===== src/rtl/wsa_pkg.sv =====
package wsa_pkg;
    localparam int WAYS   = 2;
    localparam int BYTE_W = 8;

    typedef enum logic [2:0] {
        ST_IDLE,
        ST_COMPARE,
        ST_WRITEBACK,
        ST_REFILL,
        ST_RESPOND
    } wsa_state_e;
endpackage


===== src/rtl/wsa_way_store.sv =====
module wsa_way_store #(
    parameter int SET_W  = 5,
    parameter int TAG_W  = 17,
    parameter int LINE_W = 32
) (
    input  logic              clk,
    input  logic              rst_n,
    input  logic [SET_W-1:0]  idx,
    output logic              rd_valid,
    output logic              rd_dirty,
    output logic [TAG_W-1:0]  rd_tag,
    output logic [LINE_W-1:0] rd_data,
    input  logic              wr_en,
    input  logic              wr_dirty,
    input  logic [TAG_W-1:0]  wr_tag,
    input  logic [LINE_W-1:0] wr_data
);
    localparam int SETS = 1 << SET_W;

    logic [SETS-1:0]   valid_q;
    logic [SETS-1:0]   dirty_q;
    logic [TAG_W-1:0]  tag_q  [SETS];
    logic [LINE_W-1:0] data_q [SETS];

    // status bits are cleared by reset; tags and data need no reset
    always_ff @(posedge clk or negedge rst_n) begin
        if (!rst_n) begin
            valid_q <= '0;
            dirty_q <= '0;
        end else if (wr_en) begin
            valid_q[idx] <= 1'b1;
            dirty_q[idx] <= wr_dirty;
        end
    end

    always_ff @(posedge clk) begin
        if (wr_en) begin
            tag_q[idx]  <= wr_tag;
            data_q[idx] <= wr_data;
        end
    end

    assign rd_valid = valid_q[idx];
    assign rd_dirty = dirty_q[idx];
    assign rd_tag   = tag_q[idx];
    assign rd_data  = data_q[idx];
endmodule


===== src/rtl/wsa_lookup.sv =====
module wsa_lookup #(
    parameter int TAG_W = 17
) (
    input  logic [1:0]            valid,
    input  logic [1:0][TAG_W-1:0] tags,
    input  logic [TAG_W-1:0]      req_tag,
    input  logic                  mru,
    output logic                  any_hit,
    output logic                  hit_way,
    output logic                  victim_way
);
    logic [1:0] hit;

    for (genvar w = 0; w < 2; w++) begin : g_cmp
        assign hit[w] = valid[w] && (tags[w] == req_tag);
    end

    assign any_hit = |hit;
    assign hit_way = hit[1];

    // empty ways first, otherwise the way not used last
    always_comb begin
        if (!valid[0])      victim_way = 1'b0;
        else if (!valid[1]) victim_way = 1'b1;
        else                victim_way = ~mru;
    end
endmodule


===== src/rtl/wsa_cache.sv =====
module wsa_cache
    import wsa_pkg::*;
#(
    parameter int ADDR_W = 24,
    parameter int SET_W  = 5,
    parameter int OFF_W  = 2
) (
    input  logic                    clk,
    input  logic                    rst_n,
    input  logic                    cpu_valid,
    input  logic                    cpu_we,
    input  logic [ADDR_W-1:0]       cpu_addr,
    input  logic [7:0]              cpu_wdata,
    output logic [7:0]              cpu_rdata,
    output logic                    cpu_ready,
    output logic                    mem_req,
    output logic                    mem_we,
    output logic [ADDR_W-OFF_W-1:0] mem_addr,
    output logic [(8<<OFF_W)-1:0]   mem_wdata,
    input  logic [(8<<OFF_W)-1:0]   mem_rdata,
    input  logic                    mem_ack
);
    localparam int TAG_W  = ADDR_W - SET_W - OFF_W;
    localparam int LINE_W = BYTE_W << OFF_W;
    localparam int SETS   = 1 << SET_W;

    typedef struct packed {
        wsa_state_e        st;
        logic [ADDR_W-1:0] addr;
        logic              we;
        logic [7:0]        wdata;
        logic              way;
        logic [7:0]        rdata;
        logic [SETS-1:0]   mru;
    } regs_t;

    regs_t q, d;

    logic [OFF_W-1:0] q_off;
    logic [SET_W-1:0] q_set;
    logic [TAG_W-1:0] q_tag;
    assign q_off = q.addr[OFF_W-1:0];
    assign q_set = q.addr[OFF_W +: SET_W];
    assign q_tag = q.addr[ADDR_W-1 -: TAG_W];

    logic [1:0]             way_valid, way_dirty;
    logic [1:0][TAG_W-1:0]  way_tag;
    logic [1:0][LINE_W-1:0] way_data;
    logic [1:0]             wr_en;
    logic                   wr_dirty;
    logic [LINE_W-1:0]      wr_data;
    logic                   any_hit, hit_way, victim_way;

    for (genvar w = 0; w < WAYS; w++) begin : g_way
        wsa_way_store #(.SET_W(SET_W), .TAG_W(TAG_W), .LINE_W(LINE_W)) u_store (
            .clk     (clk),
            .rst_n   (rst_n),
            .idx     (q_set),
            .rd_valid(way_valid[w]),
            .rd_dirty(way_dirty[w]),
            .rd_tag  (way_tag[w]),
            .rd_data (way_data[w]),
            .wr_en   (wr_en[w]),
            .wr_dirty(wr_dirty),
            .wr_tag  (q_tag),
            .wr_data (wr_data)
        );
    end

    wsa_lookup #(.TAG_W(TAG_W)) u_lookup (
        .valid     (way_valid),
        .tags      (way_tag),
        .req_tag   (q_tag),
        .mru       (q.mru[q_set]),
        .any_hit   (any_hit),
        .hit_way   (hit_way),
        .victim_way(victim_way)
    );

    logic [LINE_W-1:0] base_line, merged_line;

    always_comb begin
        d         = q;
        wr_en     = '0;
        wr_dirty  = 1'b0;
        mem_req   = 1'b0;
        mem_we    = 1'b0;
        mem_addr  = {q_tag, q_set};
        mem_wdata = way_data[q.way];
        cpu_ready = 1'b0;

        base_line   = (q.st == ST_REFILL) ? mem_rdata : way_data[hit_way];
        merged_line = base_line;
        merged_line[int'(q_off)*8 +: 8] = q.wdata;
        wr_data = q.we ? merged_line : base_line;

        unique case (q.st)
            ST_IDLE: begin
                if (cpu_valid) begin
                    d.addr  = cpu_addr;
                    d.we    = cpu_we;
                    d.wdata = cpu_wdata;
                    d.st    = ST_COMPARE;
                end
            end
            ST_COMPARE: begin
                if (any_hit) begin
                    d.way        = hit_way;
                    d.mru[q_set] = hit_way;
                    d.rdata      = base_line[int'(q_off)*8 +: 8];
                    if (q.we) begin
                        wr_en[hit_way] = 1'b1;
                        wr_dirty       = 1'b1;
                    end
                    d.st = ST_RESPOND;
                end else begin
                    d.way = victim_way;
                    d.st  = (way_valid[victim_way] && way_dirty[victim_way])
                            ? ST_WRITEBACK : ST_REFILL;
                end
            end
            ST_WRITEBACK: begin
                mem_req  = 1'b1;
                mem_we   = 1'b1;
                mem_addr = {way_tag[q.way], q_set};
                if (mem_ack) d.st = ST_REFILL;
            end
            ST_REFILL: begin
                mem_req = 1'b1;
                if (mem_ack) begin
                    wr_en[q.way] = 1'b1;
                    wr_dirty     = q.we;
                    d.mru[q_set] = q.way;
                    d.rdata      = mem_rdata[int'(q_off)*8 +: 8];
                    d.st         = ST_RESPOND;
                end
            end
            ST_RESPOND: begin
                cpu_ready = 1'b1;
                d.st      = ST_IDLE;
            end
            default: d.st = ST_IDLE;
        endcase
    end

    always_ff @(posedge clk or negedge rst_n) begin
        if (!rst_n) begin
            q <= '{st: ST_IDLE, default: '0};
        end else begin
            q <= d;
        end
    end

    assign cpu_rdata = q.rdata;
endmodule


===== config.mk =====
export PLATFORM = sky130hd
export DESIGN_NAME = wsa_cache
export DESIGN_NICKNAME = d
export VERILOG_FILES = /design/src/rtl/wsa_pkg.sv /design/src/rtl/wsa_way_store.sv /design/src/rtl/wsa_lookup.sv /design/src/rtl/wsa_cache.sv
export SDC_FILE = /design/constraint.sdc
export NUM_CORES = 2
export LEC_CHECK = 0
export ABC_AREA = 0
export BUFFER_PORTS_ARGS = -buffer_cell sky130_fd_sc_hd__buf_2
export CAP_MARGIN = 20
export CORE_ASPECT_RATIO = 2
export CORE_MARGIN = 2
export CORE_UTILIZATION = 55
export CTS_CLUSTER_DIAMETER = 200
export DETAILED_ROUTE_END_ITERATION = 12
export PLACE_DENSITY = 0.81
export SYNTH_ARGS = -nofsm -noshare
export SYNTH_HDL_FRONTEND = slang
export SYNTH_SLANG_ARGS = --single-unit
export TNS_END_PERCENT = 50

===== constraint.sdc =====
create_clock -name clk -period 8.8 [get_ports clk]
set_clock_uncertainty 0.1 [all_clocks]
set_input_delay 1.76 -clock clk [delete_from_list [all_inputs] [get_ports clk]]
set_output_delay 1.76 -clock clk [all_outputs]
set_load 0.01 [all_outputs]

### Yosys cells after proc, flatten, opt, wreduce, memory -nomap -nowiden

Memory sizes are Yosys's and may differ from the RTL's.
Index checks and enable logic that the tools add are counted.

| operators by class | value |
|---|---|
| magnitude comparators | 7 |
| add/subtract/negate cells | 1 |
| shifts and indexed selects | 4 |
| eq/ne operators | 10 |
| mux-type cells | 61 |
| reduce and logical (&&, ||, !) cells | 13 |
| bitwise logic cells | 3 |

Operator list:

| kind | count |
|---|---|
| $mux W32 | 6 |
| $bwmux W32 | 5 |
| $mux W40 | 2 |
| $pmux W40 S2 | 1 |
| $or A32 B32 Y32 | 2 |
| $shiftx A32 B6 Y8 | 2 |
| $mux W36 | 1 |
| $eq A17 B17 Y1 | 2 |
| $mux W17 | 2 |
| $neg A5 Y33 | 1 |
| $shift A8 B33 Y32 const A | 1 |
| $shiftx A8 B33 Y32 | 1 |
| $mux W1 | 26 |
| $bmux W1 S5 | 5 |
| $mux W22 | 1 |
| $pmux W3 S4 | 1 |
| $mux W3 | 3 |
| $ne A2 B2 Y1 const B | 4 |
| $eq A3 B2 Y1 const B | 2 |
| $logic_and A1 B1 Y1 | 6 |
| $lt A1 B2 Y1 const B | 3 |
| $lt A5 B6 Y1 const B | 1 |
| $mux W2 | 3 |
| $reduce_and A3 Y1 | 2 |
| other kinds (13) | 16 |

| storage, ports and cells | value |
|---|---|
| word-level logic and storage cells | 114 |
| memories kept | 4 |
| bits of input ports | 69 |
| RAM bits | 3136 |
| register bits after elaboration | 205 |
| output and inout bits | 65 |

Memory list:

| memory | depth | width | rd ports | clocked after memory_dff | write ports | RTL line | source |
|---|---|---|---|---|---|---|---|
| g_way[0].u_store.data_q | 32 | 32 | 1 | 0 | 1 | wsa_way_store.sv:23 | `logic [LINE_W-1:0] data_q [SETS];` |
| g_way[1].u_store.data_q | 32 | 32 | 1 | 0 | 1 | wsa_way_store.sv:23 |  |
| g_way[0].u_store.tag_q | 32 | 17 | 1 | 0 | 1 | wsa_way_store.sv:22 | `logic [TAG_W-1:0] tag_q [SETS];` |
| g_way[1].u_store.tag_q | 32 | 17 | 1 | 0 | 1 | wsa_way_store.sv:22 |  |

### Logic depth before layout (Yosys ltp)

| logic depth | value |
|---|---|
| word-level depth | 12 |
| gate-level depth with buffers | 19 |
| gate-level depth less buffers | 10 |

### Hierarchy

Synthesis repeated with hierarchy kept, for this count alone.

| unflattened totals | value |
|---|---|
| cells, all modules | 7286 |
| area total of the unflattened synthesis | 130502.7 µm² |

Modules (own cells, without submodules):

| module | instances | cells each | area an instance (µm²) |
|---|---|---|---|
| wsa_way_store | 2 | 3328 | 62194.6 |
| wsa_cache | 1 | 581 | 5728.0 |
| wsa_lookup | 1 | 49 | 385.4 |

### Worst setup path after synthesis

No wires, ideal clock.

| timing path | value |
|---|---|
| path kind | flip-flop to flip-flop |
| start point | register q[53] in the netlist's numbering |
| end point | register g_way[1].u_store.dirty_q[15] |
| required time | 8.575 ns |
| arrival time | 6.406 ns |
| setup time | 0.125 ns |
| path buffers | 4 |
| clock period less this slack | 6.630 ns |
| cell stages (with the launch flop) | 15 |
| path slack | 2.170 ns |
| cell sequence | dfrtp_1 -> buf_6 -> buf_6 -> buf_2 -> mux2i_1 -> o22ai_1 -> nor4_1 -> a21oi_1 -> or4_1 -> or2_0 -> buf_2 -> nor3_4 -> a31oi_4 -> nor4_2 -> mux2_2 |

| between the ends | value |
|---|---|
| longest elaborated chain between the ends | 10 |
| elaborated cells between the ends (all ways) | 27 |
| classes of those cells | order compare (4); eq/ne (2); mux (14); reduce/logical (5); memory (2) |

Ends and longest elaborated chain:

| element | RTL line | source |
|---|---|---|
| from (decl) | wsa_cache.sv:37 | `regs_t q, d;` |
| from (signal assigned) | wsa_cache.sv:148 | `q <= '{st: ST_IDLE, default: '0};` |
| from (signal assigned) | wsa_cache.sv:150 | `q <= d;` |
| $mem_v2 Z32 W17 or $bmux W1 S5 (tied branches) | n/a |  |
| $eq A17 B17 Y1 or $mux W1 (tied branches) | wsa_lookup.sv:15, wsa_way_store.sv:43 |  |
| $logic_and A1 B1 Y1 | wsa_lookup.sv:15 | `assign hit[w] = valid[w] && (tags[w] == req_tag);` |
| $lt A1 B2 Y1 (implied by the code) or $ge A1 B1 Y1 (tied branches) | wsa_cache.sv:112 | `wr_en[hit_way] = 1'b1;` |
| $logic_and A1 B1 Y1 (implied by the code) | wsa_cache.sv:112 |  |
| $mux W1 (implied by the code) | wsa_cache.sv:112 |  |
| $demux W1 S1 | wsa_cache.sv:112 |  |
| $mux W2 | wsa_cache.sv:111 | `if (q.we) begin` |
| $mux W2 | wsa_cache.sv:107 | `if (any_hit) begin` |
| $pmux W2 S2 | wsa_cache.sv:97 | `unique case (q.st)` |
| to (signal, indexed assignment) | wsa_way_store.sv:32 | `dirty_q[idx] <= wr_dirty;` |
| to (decl) | wsa_way_store.sv:21 | `logic [SETS-1:0] dirty_q;` |

Several ways; a longest one is shown, not always the timed one. The select of a mux whose other input is x is not followed.
A chain may end at the register's enable or synchronous reset.

### Worst setup path after layout

| timing path | value |
|---|---|
| start point | register q[56] in the netlist's numbering |
| end point | memory g_way[0].u_store.data_q[22][26], enable pin |

| between the ends | value |
|---|---|
| longest elaborated chain between the ends | 12 |
| elaborated cells between the ends (all ways) | 21 |
| classes of those cells | order compare (2); eq/ne (2); mux (11); reduce/logical (4); memory (2) |

Ends and longest elaborated chain:

| element | RTL line | source |
|---|---|---|
| $mem_v2 Z32 W17 or $bmux W1 S5 (tied branches) | n/a |  |
| $eq A17 B17 Y1 or $mux W1 (tied branches) | wsa_lookup.sv:15, wsa_way_store.sv:43 |  |
| $logic_and A1 B1 Y1 | wsa_lookup.sv:15 |  |
| $lt A1 B2 Y1 (implied by the code) or $ge A1 B1 Y1 (tied branches) | wsa_cache.sv:112 |  |
| $logic_and A1 B1 Y1 (implied by the code) | wsa_cache.sv:112 |  |
| $mux W1 (implied by the code) | wsa_cache.sv:112 |  |
| $demux W1 S1 | wsa_cache.sv:112 |  |
| $mux W2 | wsa_cache.sv:111 |  |
| $mux W2 | wsa_cache.sv:107 |  |
| $pmux W2 S2 | wsa_cache.sv:97 |  |
| $mux W1 | wsa_way_store.sv:37 | `if (wr_en) begin` |
| $mux W1 (implied by the code) | wsa_way_store.sv:39 | `data_q[idx] <= wr_data;` |
| to (decl) | wsa_way_store.sv:23 |  |

Several ways; a longest one is shown, not always the timed one. The select of a mux whose other input is x is not followed.

==> results by group <==
GRT
  – Total track usage: 34.60%
  – Pin count of the biggest net entering global routing: 141
  – Initial antenna violation count: 13
  – Vias in the first global route: 74500
  – Gr ovfl total: 0
  – First-pass GRT wire length: 576.9 mm

Drt
  – TritonRoute pass-1 iters: 7
  – DRC: 0
  – Post-DR wirelength/cell: 42.26 um
  – Via count: 73474
  – Post-DR vias/cell: 7.427
  – Initial DRC count: 12835
  – Total Wirelength: 418.1 mm
  – DRT antenna net count: 0

Worst setup path
  – Crit-path leading delay family: simple AND/OR/NAND/NOR gates
  – Bufs and invs on worst path: 4
  – R2R depth: 13
  – CP Depth: 13
  – Worst r2r dst: g_way[0].u_store.data_q[22][26]$_DFFE_PP_
  – CP required: 9.21 ns
  – CP max stage cell: dfrtp_1
  – Flop2flop setup slack: -0.009 ns
  – Critical path startpoint category: flip-flop
  – Crit end category: flip-flop
  – Critical path cell sequence: nand4bb_2 > buf_4 > o22ai_1 > nor4_1 > nand2_1 > xor2_1 > nor3_1 > nand4_1 > o31ai_4 > buf_4 > nand4_1 > inv_4 > buf_4
  – CP Class: flip-flop to flip-flop
  – Worst-path fanout max: 34
  – Most frequent CP cell: buf_4
  – Max incr delay on CP: 1.01 ns
  – Crit path DAT: 9.22 ns
  – Crit Reg-Reg Startpoint: q[56]$_DFFE_PN0P_

Die
  – Die H: 692.9 um
  – Rows: 252
  – Initial Util: 55.33%
  – DIE AREA: 0.2414 mm^2
  – Core area: 0.2358 mm^2
  – Die X: 348.4 um
  – IO Pins: 134

Cells and area
  – Count of non-filler cells in the finished layout: 9893
  – Layout Nets: 6698
  – Design area: 0.1450 mm^2
  – Synth-to-layout area growth: 11.09%
  – Layout cells sized above 1: 23.95%

Timing
  – Fmax: 113.5 MHz
  – Tcrit/Tclk final: 100.1%
  – Pins over their slew limit: 0
  – Least-Margin Pin Slew: 1.243 ns
  – Setup TNS: -0.03748 ns
  – Fin worst setup slack: -0.009042 ns
  – RSZ-0062 raised after global routing: false
  – Post-route minimum period: 8.809 ns
  – Hold_ws: 0.3650 ns
  – Max_slew headroom: 17.14%
  – Fin. Hold Viols: 0
  – # setup viols final: 5

Yosys
  – Syn Inst Count: 6375
  – Cell variety after synth: 71
  – Mapped Nets: 6449
  – Mapped Area: 0.1305 mm^2
  – Ys async rst share: 6.136%
  – Top post-synthesis cells by area: edfxtp_1, mux4_2, mux2i_1, dfrtp_1, a22oi_1
  – Fraction of the yosys area taken by sequential cells: 76.10%
  – Top-area cell type share of the netlist area: 72.17%
  – Main synth FF type: edfxtp_1
  – Post-synth EDFFs: 3136
  – Ys Warns: 0
  – Mean Syn Cell Area: 20.47 um^2
  – Yosys reg bits: 3341
  – Largest area contributor in the netlist: edfxtp_1

Pwr
  – Combinational group share of total power: 35.8%
  – Sw Ratio: 36.74%
  – Clk pwr share: 22.8%
  – Psw: 0.02042 W
  – Seq pwr share: 41.4%
  – Pint: 0.03516 W
  – Pleak: 48.10 nW
  – P per Cell Area: 383.4 mW/mm^2
  – VDD IR max: 0.6773 mV

Clock network
  – Total CTS buffers: 272
  – H-tree levels: 5
  – Largest buffer count on any clock path: 4
  – CTS-repair resized insts: 0
  – Clk_lat worst skew: 0.89 ns
  – Sink Count: 3341
  – Clock transition at path regs: 0.07 ns
  – CTS Hold Bufs: 0
  – CTS tree: done
  – CTS Root Cell: clkbuf_16
  – Post-CTS Setup Bufs: 0

Run status
  – Outcome: finished, violations left
  – Violated checks: setup timing

Min path
  – Min-Delay Startpoint: g_way[1].u_store.valid_q[11]$_DFFE_PN0P_
  – Hold path depth: 1
  – Hold endpoint: g_way[1].u_store.valid_q[11]$_DFFE_PN0P_
  – Min-delay worst type: flip-flop to flip-flop

Placed design
  – Port Buffer Count: 133
  – DP HPWL: 226.5 mm
  – Final Wtd Congestion: 0.9604
  – Dpl cells: 9383
  – Placed Area: 0.1357 mm^2
  – Post-place setup slack: 1.002 ns

Flow run
  – Number of max-cap violations: 0
layout make-up:
| class | instances | area, um^2 |
|---|---|---|
| sequential | 3341 | 99320 |
| fill | 14915 | 90890 |
| multi-input combinational | 2572 | 29320 |
| clock buffer | 328 | 7373 |
| tap | 3048 | 3814 |
| timing repair buffer | 389 | 3287 |
| clock inverter | 150 | 1543 |
| inverter | 48 | 260.3 |
| antenna | 17 | 42.54 |
power by group through the flow:
stage | clock network [W] | logic [W] | registers, W
finish | 0.0127 | 0.0199 | 0.0230
floorplan | 0 | 0.0107 | 0.0240
global route | 0.0131 | 0.0204 | 0.0231
CTS | 0.0126 | 0.0189 | 0.0231
global placement | 0 | 0.0181 | 0.0233
detailed placement | 0 | 0.0187 | 0.0234
state kept, by name, summed over array words and instances (netlist names):
name and count:
cpu_rdata 8, g_way.u_store.valid_q 64, q 69, g_way.u_store.dirty_q 64, g_way.u_store.tag_q 1088, g_way.u_store.data_q 2048
kinds of logic after synthesis:
family,synth area share (%)
DFF,76.10
AOI/OAI and AO/OA,3.868
buffers and inverters,1.775
xor gates and xnor gates,0.09397
muxes,15.11
and+or+nand+nor,3.008
adders and majority gates,0.04794
placed cells by master (no fill, tap or decap), drive strengths merged, types with 26 or more instances in the layout:
cell type	instances
edfxtp	3136
mux4	584
mux2i	522
buf	388
clkbuf	329
o22ai	248
a22oi	221
dfrtp	205
nand2	119
mux2	119
clkinv	95
nor4	75
nand4	67
a22o	62
inv	60
o21ai	56
and4	51
nor2	46
nor3	46
and3	38
o31ai	37
nand3	34
nand2b	33
or2	33
bufinv	29
a31oi	26
worst max path at each step:
stage / slack [ns] / endpoint / start
6_report: -0.009 / g_way[0].u_store.data_q[22][26]$_DFFE_PP_ / q[56]$_DFFE_PN0P_
5_1_grt: 0.18 / g_way[0].u_store.data_q[22][26]$_DFFE_PP_ / q[53]$_DFFE_PN0P_
4_1_cts: 0.71 / g_way[0].u_store.data_q[22][26]$_DFFE_PP_ / q[53]$_DFFE_PN0P_
3_5_place_dp: 1.00 / g_way[0].u_store.data_q[22][26]$_DFFE_PP_ / q[53]$_DFFE_PN0P_
3_3_place_gp: 0.98 / g_way[0].u_store.data_q[22][24]$_DFFE_PP_ / q[53]$_DFFE_PN0P_
2_1_floorplan: 2.17 / g_way[1].u_store.dirty_q[15]$_DFFE_PN0P_ / q[53]$_DFFE_PN0P_
synth_stat cells, drive strengths merged (37+ instances only):
master and instances:
a22o 62, a22oi 221, and3 38, and4 51, buf 262, clkbuf 152, dfrtp 205, edfxtp 3136
inv 47, mux2 119, mux2i 522, mux4 584, nand2 119, nand4 67, nor2 46, nor3 46
nor4 75, o21ai 56, o22ai 248, o31ai 37
metrics by stage:
step	total power [W]	utilization (%)
floorplan	0.03470	-
global placement	0.04145	57.45
detailed placement	0.04206	57.55
CTS	0.05462	61.33
global route	0.05652	61.45
finish	0.05558	61.46
per-layer routing:
layer / up-vias / GRT usage (%) / part of all wire, % / wire (um)
met3: 2207 / 9.229 / 13 / 54540
li1: 27114 / - / - / -
met5: - / 0 / 0.019 / 80
met1: 36644 / 37.43 / 28 / 115500
met4: 12 / 31.63 / 11 / 47240
met2: 7497 / 55.54 / 48 / 200700
No activity file was read; power rests on OpenSTA's default activity.
